`src/rtl/tbk_pkg.sv`:
```
package tbk_pkg;

  // Two read pointers (traceback + decode) need four banks of one
  // traceback depth each.
  localparam int unsigned BANK_BITS = 2;
  localparam int unsigned WARM_BITS = 3;

  typedef logic [BANK_BITS-1:0] bank_t;
  typedef logic [WARM_BITS-1:0] warm_t;

  // Number of completed banks after which each activity becomes legal.
  localparam warm_t WARM_TRACE  = 3'd1;
  localparam warm_t WARM_DECODE = 3'd3;
  localparam warm_t WARM_FULL   = 3'd4;

endpackage

```
`src/rtl/tbk_column_ram.sv`:
```
// Decision column store: one write port, two synchronous read ports.
module tbk_column_ram #(
  parameter int unsigned WIDTH = 4,
  parameter int unsigned DEPTH = 64,
  parameter int unsigned AW    = $clog2(DEPTH)
) (
  input  logic             clk,
  input  logic             wr_en,
  input  logic [AW-1:0]    wr_addr,
  input  logic [WIDTH-1:0] wr_data,
  input  logic             rd_en,
  input  logic [AW-1:0]    rd_a_addr,
  input  logic [AW-1:0]    rd_b_addr,
  output logic [WIDTH-1:0] rd_a_data,
  output logic [WIDTH-1:0] rd_b_data
);

  logic [WIDTH-1:0] mem [DEPTH];

  always_ff @(posedge clk) begin
    if (wr_en) begin
      mem[wr_addr] <= wr_data;
    end
  end

  always_ff @(posedge clk) begin
    if (rd_en) begin
      rd_a_data <= mem[rd_a_addr];
      rd_b_data <= mem[rd_b_addr];
    end
  end

endmodule

```
`src/rtl/tbk_trace_walker.sv`:
```
// Follows one survivor chain, one column per step.
module tbk_trace_walker #(
  parameter int unsigned NUM_STATES = 4,
  parameter int unsigned SW         = $clog2(NUM_STATES)
) (
  input  logic                  clk,
  input  logic                  rst,
  input  logic                  step,
  input  logic                  first,
  input  logic [SW-1:0]         start_state,
  input  logic [NUM_STATES-1:0] column,
  output logic [SW-1:0]         cur_state,
  output logic [SW-1:0]         nxt_state
);

  logic [SW-1:0] state_q;
  logic          pick;
  logic [SW:0]   widened;

  // A new pass begins at the supplied state; otherwise continue the chain.
  assign cur_state = first ? start_state : state_q;
  assign pick      = column[cur_state];
  // Predecessor: drop the newest bit, append the stored decision as the oldest.
  assign widened   = {cur_state, pick};
  assign nxt_state = widened[SW-1:0];

  always_ff @(posedge clk) begin
    if (rst) begin
      state_q <= '0;
    end else if (step) begin
      state_q <= nxt_state;
    end
  end

endmodule

```
`src/rtl/tbk_order_stack.sv`:
```
// Ping-pong pair of LIFO stacks; one filled while the other is drained.
module tbk_order_stack #(
  parameter int unsigned DEPTH = 16,
  parameter int unsigned IW    = $clog2(DEPTH)
) (
  input  logic          clk,
  input  logic          push_en,
  input  logic          push_sel,
  input  logic [IW-1:0] push_idx,
  input  logic          push_bit,
  input  logic          pop_sel,
  input  logic [IW-1:0] pop_idx,
  output logic          pop_bit
);

  logic [DEPTH-1:0] stk [2];

  for (genvar g = 0; g < 2; g++) begin : g_stack
    always_ff @(posedge clk) begin
      if (push_en && (push_sel == 1'(g))) begin
        stk[g][push_idx] <= push_bit;
      end
    end
  end

  assign pop_bit = stk[pop_sel][pop_idx];

endmodule

```
`src/rtl/tbk_survivor_mgr.sv`:
```
module tbk_survivor_mgr
  import tbk_pkg::*;
#(
  parameter int unsigned NUM_STATES = 4,
  parameter int unsigned TB_DEPTH   = 16
) (
  input  logic                            clk,
  input  logic                            rst,
  input  logic                            in_valid,
  input  logic [NUM_STATES-1:0]           in_dec,
  input  logic [$clog2(NUM_STATES)-1:0]   in_best,
  output logic                            out_valid,
  output logic                            out_bit
);

  localparam int unsigned SW    = $clog2(NUM_STATES);
  localparam int unsigned PW    = $clog2(TB_DEPTH);
  localparam int unsigned AW    = PW + BANK_BITS;
  localparam int unsigned COLS  = TB_DEPTH << BANK_BITS;
  localparam logic [PW-1:0] POS_LAST = PW'(TB_DEPTH - 1);

  // Write-side progress
  logic [PW-1:0] pos_q;
  bank_t         wbank_q;
  warm_t         warm_q;
  logic [SW-1:0] best_hold_q;
  logic [SW-1:0] dc_start_q;

  // Record of the reads issued on the previous accepted column
  logic          iss_live_q;
  logic [PW-1:0] iss_pos_q;
  bank_t         iss_bank_q;
  warm_t         iss_warm_q;

  logic [AW-1:0] wr_addr, tb_addr, dc_addr;
  logic [NUM_STATES-1:0] tb_col, dc_col;
  logic          step, tb_step, dc_step, pop_step;
  logic [SW-1:0] tb_cur, tb_nxt, dc_cur, dc_nxt;
  logic          pop_bit;
  logic          out_valid_q, out_bit_q;

  always_ff @(posedge clk) begin
    if (rst) begin
      pos_q       <= '0;
      wbank_q     <= '0;
      warm_q      <= '0;
      best_hold_q <= '0;
      iss_live_q  <= 1'b0;
      iss_pos_q   <= '0;
      iss_bank_q  <= '0;
      iss_warm_q  <= '0;
    end else if (in_valid) begin
      pos_q      <= pos_q + 1'b1;
      iss_live_q <= 1'b1;
      iss_pos_q  <= pos_q;
      iss_bank_q <= wbank_q;
      iss_warm_q <= warm_q;
      if (pos_q == POS_LAST) begin
        wbank_q     <= wbank_q + 1'b1;
        best_hold_q <= in_best;
        if (warm_q != WARM_FULL) begin
          warm_q <= warm_q + 1'b1;
        end
      end
    end
  end

  // Writer fills bank w; traceback reads bank w-1; decode reads bank w-3.
  assign wr_addr = {wbank_q, pos_q};
  assign tb_addr = {bank_t'(wbank_q - 1'b1), POS_LAST - pos_q};
  assign dc_addr = {bank_t'(wbank_q + 1'b1), POS_LAST - pos_q};

  tbk_column_ram #(
    .WIDTH (NUM_STATES),
    .DEPTH (COLS),
    .AW    (AW)
  ) col_ram_i (
    .clk       (clk),
    .wr_en     (in_valid),
    .wr_addr   (wr_addr),
    .wr_data   (in_dec),
    .rd_en     (in_valid),
    .rd_a_addr (tb_addr),
    .rd_b_addr (dc_addr),
    .rd_a_data (tb_col),
    .rd_b_data (dc_col)
  );


  wr_bank_free_chk: assert property (@(posedge clk) disable iff (rst)
    in_valid |-> (wr_addr[AW-1:PW] != tb_addr[AW-1:PW]) &&
                 (wr_addr[AW-1:PW] != dc_addr[AW-1:PW]));

  // Reads issued on one column are consumed on the next accepted column.
  assign step     = in_valid && iss_live_q;
  assign tb_step  = step && (iss_warm_q >= WARM_TRACE);
  assign dc_step  = step && (iss_warm_q >= WARM_DECODE);
  assign pop_step = step && (iss_warm_q == WARM_FULL);

  tbk_trace_walker #(
    .NUM_STATES (NUM_STATES),
    .SW         (SW)
  ) tb_walk_i (
    .clk         (clk),
    .rst         (rst),
    .step        (tb_step),
    .first       (iss_pos_q == '0),
    .start_state (best_hold_q),
    .column      (tb_col),
    .cur_state   (tb_cur),
    .nxt_state   (tb_nxt)
  );

  // The state reached at the oldest column of a traced bank seeds decoding.
  always_ff @(posedge clk) begin
    if (rst) begin
      dc_start_q <= '0;
    end else if (tb_step && (iss_pos_q == POS_LAST)) begin
      dc_start_q <= tb_nxt;
    end
  end

  tbk_trace_walker #(
    .NUM_STATES (NUM_STATES),
    .SW         (SW)
  ) dc_walk_i (
    .clk         (clk),
    .rst         (rst),
    .step        (dc_step),
    .first       (iss_pos_q == '0),
    .start_state (dc_start_q),
    .column      (dc_col),
    .cur_state   (dc_cur),
    .nxt_state   (dc_nxt)
  );

  tbk_order_stack #(
    .DEPTH (TB_DEPTH),
    .IW    (PW)
  ) order_i (
    .clk      (clk),
    .push_en  (dc_step),
    .push_sel (iss_bank_q[0]),
    .push_idx (iss_pos_q),
    .push_bit (dc_cur[SW-1]),
    .pop_sel  (~iss_bank_q[0]),
    .pop_idx  (POS_LAST - iss_pos_q),
    .pop_bit  (pop_bit)
  );

  always_ff @(posedge clk) begin
    if (rst) begin
      out_valid_q <= 1'b0;
      out_bit_q   <= 1'b0;
    end else begin
      out_valid_q <= pop_step;
      if (pop_step) begin
        out_bit_q <= pop_bit;
      end
    end
  end

  assign out_valid = out_valid_q;
  assign out_bit   = out_bit_q;


  out_after_fill_chk: assert property (@(posedge clk) disable iff (rst)
    out_valid |-> (warm_q == WARM_FULL));


  fill_holds_chk: assert property (@(posedge clk) disable iff (rst)
    (warm_q == WARM_FULL) |=> (warm_q == WARM_FULL));


  out_needs_col_chk: assert property (@(posedge clk) disable iff (rst)
    out_valid |-> $past(in_valid));


  no_idle_out_chk: assert property (@(posedge clk) disable iff (rst)
    (out_valid && !in_valid) |=> !out_valid);


  idle_hold_chk: assert property (@(posedge clk) disable iff (rst)
    !in_valid |=> $stable(pos_q) && $stable(wbank_q));

  logic unused_ok;
  assign unused_ok = ^{tb_cur, dc_nxt};

endmodule

```
`config.mk`:
```
export PLATFORM = sky130hd
export DESIGN_NAME = tbk_survivor_mgr
export DESIGN_NICKNAME = d
export VERILOG_FILES = /design/src/rtl/tbk_pkg.sv /design/src/rtl/tbk_column_ram.sv /design/src/rtl/tbk_trace_walker.sv /design/src/rtl/tbk_order_stack.sv /design/src/rtl/tbk_survivor_mgr.sv
export SDC_FILE = /design/constraint.sdc
export NUM_CORES = 1
export LEC_CHECK = 0
export BUFFER_PORTS_ARGS = -buffer_cell sky130_fd_sc_hd__buf_2
export CELL_PAD_IN_SITES_DETAIL_PLACEMENT = 0
export CELL_PAD_IN_SITES_GLOBAL_PLACEMENT = 1
export CORE_MARGIN = 3
export CORE_UTILIZATION = 51
export CTS_BUF_LIST = sky130_fd_sc_hd__clkbuf_2 sky130_fd_sc_hd__clkbuf_4 sky130_fd_sc_hd__clkbuf_8
export CTS_CLUSTER_DIAMETER = 150
export CTS_CLUSTER_SIZE = 14
export DETAILED_ROUTE_END_ITERATION = 8
export MAX_ROUTING_LAYER = met4
export PLACE_DENSITY = 0.86
export SYNTH_ARGS = -nofsm -noshare
export SYNTH_HDL_FRONTEND = slang
export SYNTH_SLANG_ARGS = --single-unit
export TNS_END_PERCENT = 10
```
`constraint.sdc`:
```
create_clock -name clk -period 2.17 [get_ports clk]
set_input_delay 0.651 -clock clk [delete_from_list [all_inputs] [get_ports clk]]
set_output_delay 0.651 -clock clk [all_outputs]
set_load 0.01 [all_outputs]
```
==> impl_metrics.json <==
{
  "min_period_over_period": 1.05,
  "grtUsageTotal": 0.236,
  "ir_worst_vdd_uv": 712,
  "pin_count_of_the_biggest_net_entering_global_routing": 65,
  "cell_type_group_with_the_largest_total_delay_on_the_critical_path": "simple AND/OR/NAND/NOR gates",
  "slowest_delay_ns": 0.58,
  "place.gp.congestion": 0.979,
  "rsz0062_at_grt": "true",
  "sw_share": 0.226,
  "route.detailed.drc": 0,
  "cts.root.buffer_cell": "sky130_fd_sc_hd__clkbuf_8",
  "power_density_mw_per_mm2": 713,
  "final_cell_count_no_fill": 1385,
  "worst_setup_path_start_kind": "register",
  "final_hold_vios": 0,
  "detail_route.wl_per_cell_um": 23.7,
  "drt_wl_total_mm": 32.8,
  "finalClockSkew_ns": 0.0393,
  "synth_top_family_by_area": "multiplexers",
  "core.rowCount": 59,
  "holdWs_ns": 0.316,
  "drive_gt1_frac": 0.319,
  "synth_largest_area_cell": "sky130_fd_sc_hd__edfxtp_1",
  "crit_path_top_delay_cell": "sky130_fd_sc_hd__or4_1",
  "detailedRoute.firstPassIterationCount": 5,
  "placedInstanceArea_sq_mm": 0.0151,
  "critical_path.max_fanout": 9,
  "yosysTopAreaCellShare": 0.653,
  "cts_max_level": 1,
  "max-cap-violations": 0,
  "dp_hpwl_mm": 21.4,
  "achievable-frequency_ghz": 0.439,
  "grt_pass1_vias": 8412,
  "yosysWarnings": 0,
  "grt_antenna_before_repair": 0,
  "critical_path_class": "reg -> reg",
  "dieArea_sq_mm": 0.0287,
  "p_leak_nw": 5.39,
  "synthTopCellsByArea": "sky130_fd_sc_hd__edfxtp_1, sky130_fd_sc_hd__mux4_2, sky130_fd_sc_hd__dfxtp_1, sky130_fd_sc_hd__mux2i_1, sky130_fd_sc_hd__nor2_1",
  "worst_pin_slew_ns": 1.22,
  "synth_adder_area_share": 0.00644,
  "finalSetupViolations": 9,
  "antenna_cells_inserted": 0,
  "syn_inst": 880,
  "worst-endpoint-required_ns": 2.62,
  "clk-insertion-delay-late_ns": 0.62,
  "relative_contribution_of_the_clock_network_to_total_power": 0.312,
  "die_height_um": 169,
  "nNetsFinal": 1045,
  "failing_checks": "setup timing",
  "drt.antenna.violating_nets": 0,
  "port_buffers": 10,
  "dr.first_iter.drc_count": 1057,
  "clockBufferDepth": 3,
  "synth.net_count": 896,
  "final.min_clock_period_ns": 2.28,
  "synth_simple_gate_area_frac": 0.0886,
  "synth-async-reset-ratio": 0,
  "grt_overflow": 0,
  "worst-endpoint-arrival_ns": 2.73,
  "numCtsBuffers": 27,
  "numClockSinks": 324,
  "grt_first_pass_wirelength_mm": 50.2,
  "max-slew-margin-rel": 0.188,
  "core_sq_mm": 0.0261,
  "power.share.sequential": 0.603,
  "yosys_register_bits": 324,
  "avgSynthCellArea_sq_um": 15.5,
  "cp_num_buf_inv": 2,
  "initial_utilization": 0.521,
  "final_design_area_no_fill_sq_mm": 0.0159,
  "die_width_um": 169,
  "viasPerCell": 6.02,
  "area_growth_syn_to_layout_pct": 17.2,
  "postCtsHoldBufs": 0,
  "setup_ws_ns": -0.106,
  "ys_seq_area_frac": 0.695,
  "yosys_most_used_dff": "sky130_fd_sc_hd__edfxtp_1",
  "worst_setup_hold_path_clk_slew_ns": 0.12,
  "final_max_slew_viol_count": 0,
  "vias": 8343,
  "io_pins": 11,
  "total_standard_cell_area_after_synthesis_sq_mm": 0.0136,
  "comb_power_share": 0.086,
  "synth-edff-count": 296,
  "hold_path.class": "in -> reg",
  "worst_setup_path_end_kind": "register",
  "compound_cell_area_share_of_the_yosys_netlist": 0.0685,
  "synth_xor_area_frac": 0.00322,
  "outcome": "complete, but fails checks",
  "cellInternalPower_mw": 8.80,
  "worstPathCellList": "clkbuf_16, buf_4, or3b_4, a21oi_2, a2111oi_1, or4_1, mux2i_1",
  "cts_tree": "done",
  "dpl.cell_count": 1328,
  "fin_util": 0.610,
  "power.net_switching_mw": 2.57,
  "ys_types": 71,
  "fraction_of_synthesized_area_in_multiplexers": 0.111
}
what timing repair did:
item | 4_1_cts | 5_1_grt
setup endpoints to repair | 42 | 25
pin swaps | 4 | 1
gates resized for setup | 27 | 22
gates cloned | 0 | 2
setup buffers | 4 | 1
worst reg2reg max path, cell delays in order, from the launching register on:
cell and delay [ns]:
sky130_fd_sc_hd__dfxtp_4 0.41, sky130_fd_sc_hd__clkbuf_16 0.19, sky130_fd_sc_hd__buf_4 0.16, sky130_fd_sc_hd__or3b_4 0.38
sky130_fd_sc_hd__a21oi_2 0.15, sky130_fd_sc_hd__a2111oi_1 0.08, sky130_fd_sc_hd__or4_1 0.58, sky130_fd_sc_hd__mux2i_1 0.18
cell usage after synthesis, types with 7 or more instances:
library cell               number
sky130_fd_sc_hd__buf_6          9
sky130_fd_sc_hd__mux2_2        23
sky130_fd_sc_hd__nand2_1       33
sky130_fd_sc_hd__nand2b_1       9
sky130_fd_sc_hd__nor2_1       109
sky130_fd_sc_hd__dfxtp_1       28
sky130_fd_sc_hd__buf_4          7
sky130_fd_sc_hd__o211ai_1      10
sky130_fd_sc_hd__a221oi_1      14
sky130_fd_sc_hd__edfxtp_1     296
sky130_fd_sc_hd__ha_1           7
sky130_fd_sc_hd__a21oi_1       22
sky130_fd_sc_hd__and2_1         9
sky130_fd_sc_hd__inv_1         10
sky130_fd_sc_hd__a22oi_1       16
sky130_fd_sc_hd__nor3_1        15
sky130_fd_sc_hd__nor2b_1        8
sky130_fd_sc_hd__buf_2         21
sky130_fd_sc_hd__mux2i_1       55
sky130_fd_sc_hd__nand3_1       15
sky130_fd_sc_hd__clkbuf_1      13
sky130_fd_sc_hd__o21ai_0       10
sky130_fd_sc_hd__mux4_2        29
final timing paths:
path                   start                endpoint  slack, ns  depth (start not counted)
hold / removal    in_best[1]          best_hold_q[1]       0.32                          3
hold reg to reg      out_bit                 out_bit       0.46                          2
setup reg to reg    pos_q[1]  col_ram_i.rd_b_data[2]      -0.11                          7
setup / recovery    pos_q[1]  col_ram_i.rd_b_data[2]      -0.11                          7
metal layers:
metal  wire, um  GRT usage  vias up
met5          0          -        -
met4       1070     0.0704        0
met3       3010     0.0391       78
met2      15600      0.365      418
met1      13100      0.328     4125
li1           -          -     3722
area by class of cell:
cell class	instances	area (sq um)
fillers	1960	10200
clock buffers	48	529
repair buffers	174	1500
flip-flops and latches	324	9460
multi-input cells	489	3950
well taps	335	419
inverters	13	52.6
clock inverters	2	27.5
flip-flops by register name, indices dropped and copies added (netlist names):
signal and cells:
out_bit 1, order_i.stk 32, col_ram_i.rd_b_data 4, iss_pos_q 4, iss_bank_q 1, wbank_q 2
best_hold_q 2, iss_live_q 1, tb_walk_i.state_q 2, out_valid 1, dc_walk_i.state_q 2, col_ram_i.mem 256
pos_q 4, iss_warm_q 3, warm_q 3, dc_start_q 2, col_ram_i.rd_a_data 4
kinds of logic (layout without fill, tap and decap cells):
family,after synthesis,count (layout)
flip-flops,324,324
AND/OR/NAND/NOR,243,243
AO/OA/AOI/OAI,124,124
multiplexers,110,110
buffers and inverters,67,237
adder cells (fa/ha/maj),7,7
XOR/XNOR,5,5
placed cells by master, fill, tap and decap left out, types with 3 or more instances in the layout:
master and count:
sky130_fd_sc_hd__a221o_1 4, sky130_fd_sc_hd__buf_6 3, sky130_fd_sc_hd__or3_1 4, sky130_fd_sc_hd__or2_2 5, sky130_fd_sc_hd__inv_1 10, sky130_fd_sc_hd__xnor2_1 5
sky130_fd_sc_hd__nand3_1 15, sky130_fd_sc_hd__dfxtp_1 24, sky130_fd_sc_hd__clkbuf_4 21, sky130_fd_sc_hd__ha_1 7, sky130_fd_sc_hd__nand4_1 4, sky130_fd_sc_hd__nand2b_1 9
sky130_fd_sc_hd__a22oi_1 15, sky130_fd_sc_hd__nor2_1 105, sky130_fd_sc_hd__mux2i_1 53, sky130_fd_sc_hd__clkbuf_8 27, sky130_fd_sc_hd__o2bb2ai_1 6, sky130_fd_sc_hd__a221oi_1 8
sky130_fd_sc_hd__a211oi_1 5, sky130_fd_sc_hd__buf_4 145, sky130_fd_sc_hd__mux4_2 29, sky130_fd_sc_hd__nor3_1 13, sky130_fd_sc_hd__o21ai_0 9, sky130_fd_sc_hd__a211o_1 4
sky130_fd_sc_hd__and2_1 9, sky130_fd_sc_hd__nor2b_1 5, sky130_fd_sc_hd__o221ai_1 3, sky130_fd_sc_hd__edfxtp_1 296, sky130_fd_sc_hd__mux2_2 23, sky130_fd_sc_hd__a21oi_1 21
sky130_fd_sc_hd__nand3b_1 6, sky130_fd_sc_hd__nor4_1 6, sky130_fd_sc_hd__o211ai_1 10, sky130_fd_sc_hd__buf_2 10, sky130_fd_sc_hd__a221oi_2 7, sky130_fd_sc_hd__buf_12 14
sky130_fd_sc_hd__nand2_1 32, sky130_fd_sc_hd__nor2_2 4
power by group through the flow:
stage          logic (mW)  registers (mW)  clock network, mW
3_5_place_dp        0.882            6.99                  0
4_1_cts             0.912            6.85               3.59
6_report            0.977            6.85               3.54
5_1_grt              1.03            6.86               3.85
2_1_floorplan       0.460            6.98                  0
3_3_place_gp        0.872            6.99                  0
stage by stage:
stage | setup slack (ns) | power (mW) | setup TNS, ns
6_report | -0.106 | 11.4 | -0.480
5_1_grt | -0.141 | 11.7 | -1.41
4_1_cts | -0.0623 | 11.4 | -0.177
3_5_place_dp | -0.199 | 7.87 | -2.08
3_3_place_gp | -0.123 | 7.86 | -1.47
2_1_floorplan | 0.101 | 7.44 | 0
(Power assumes the default switching activity.)
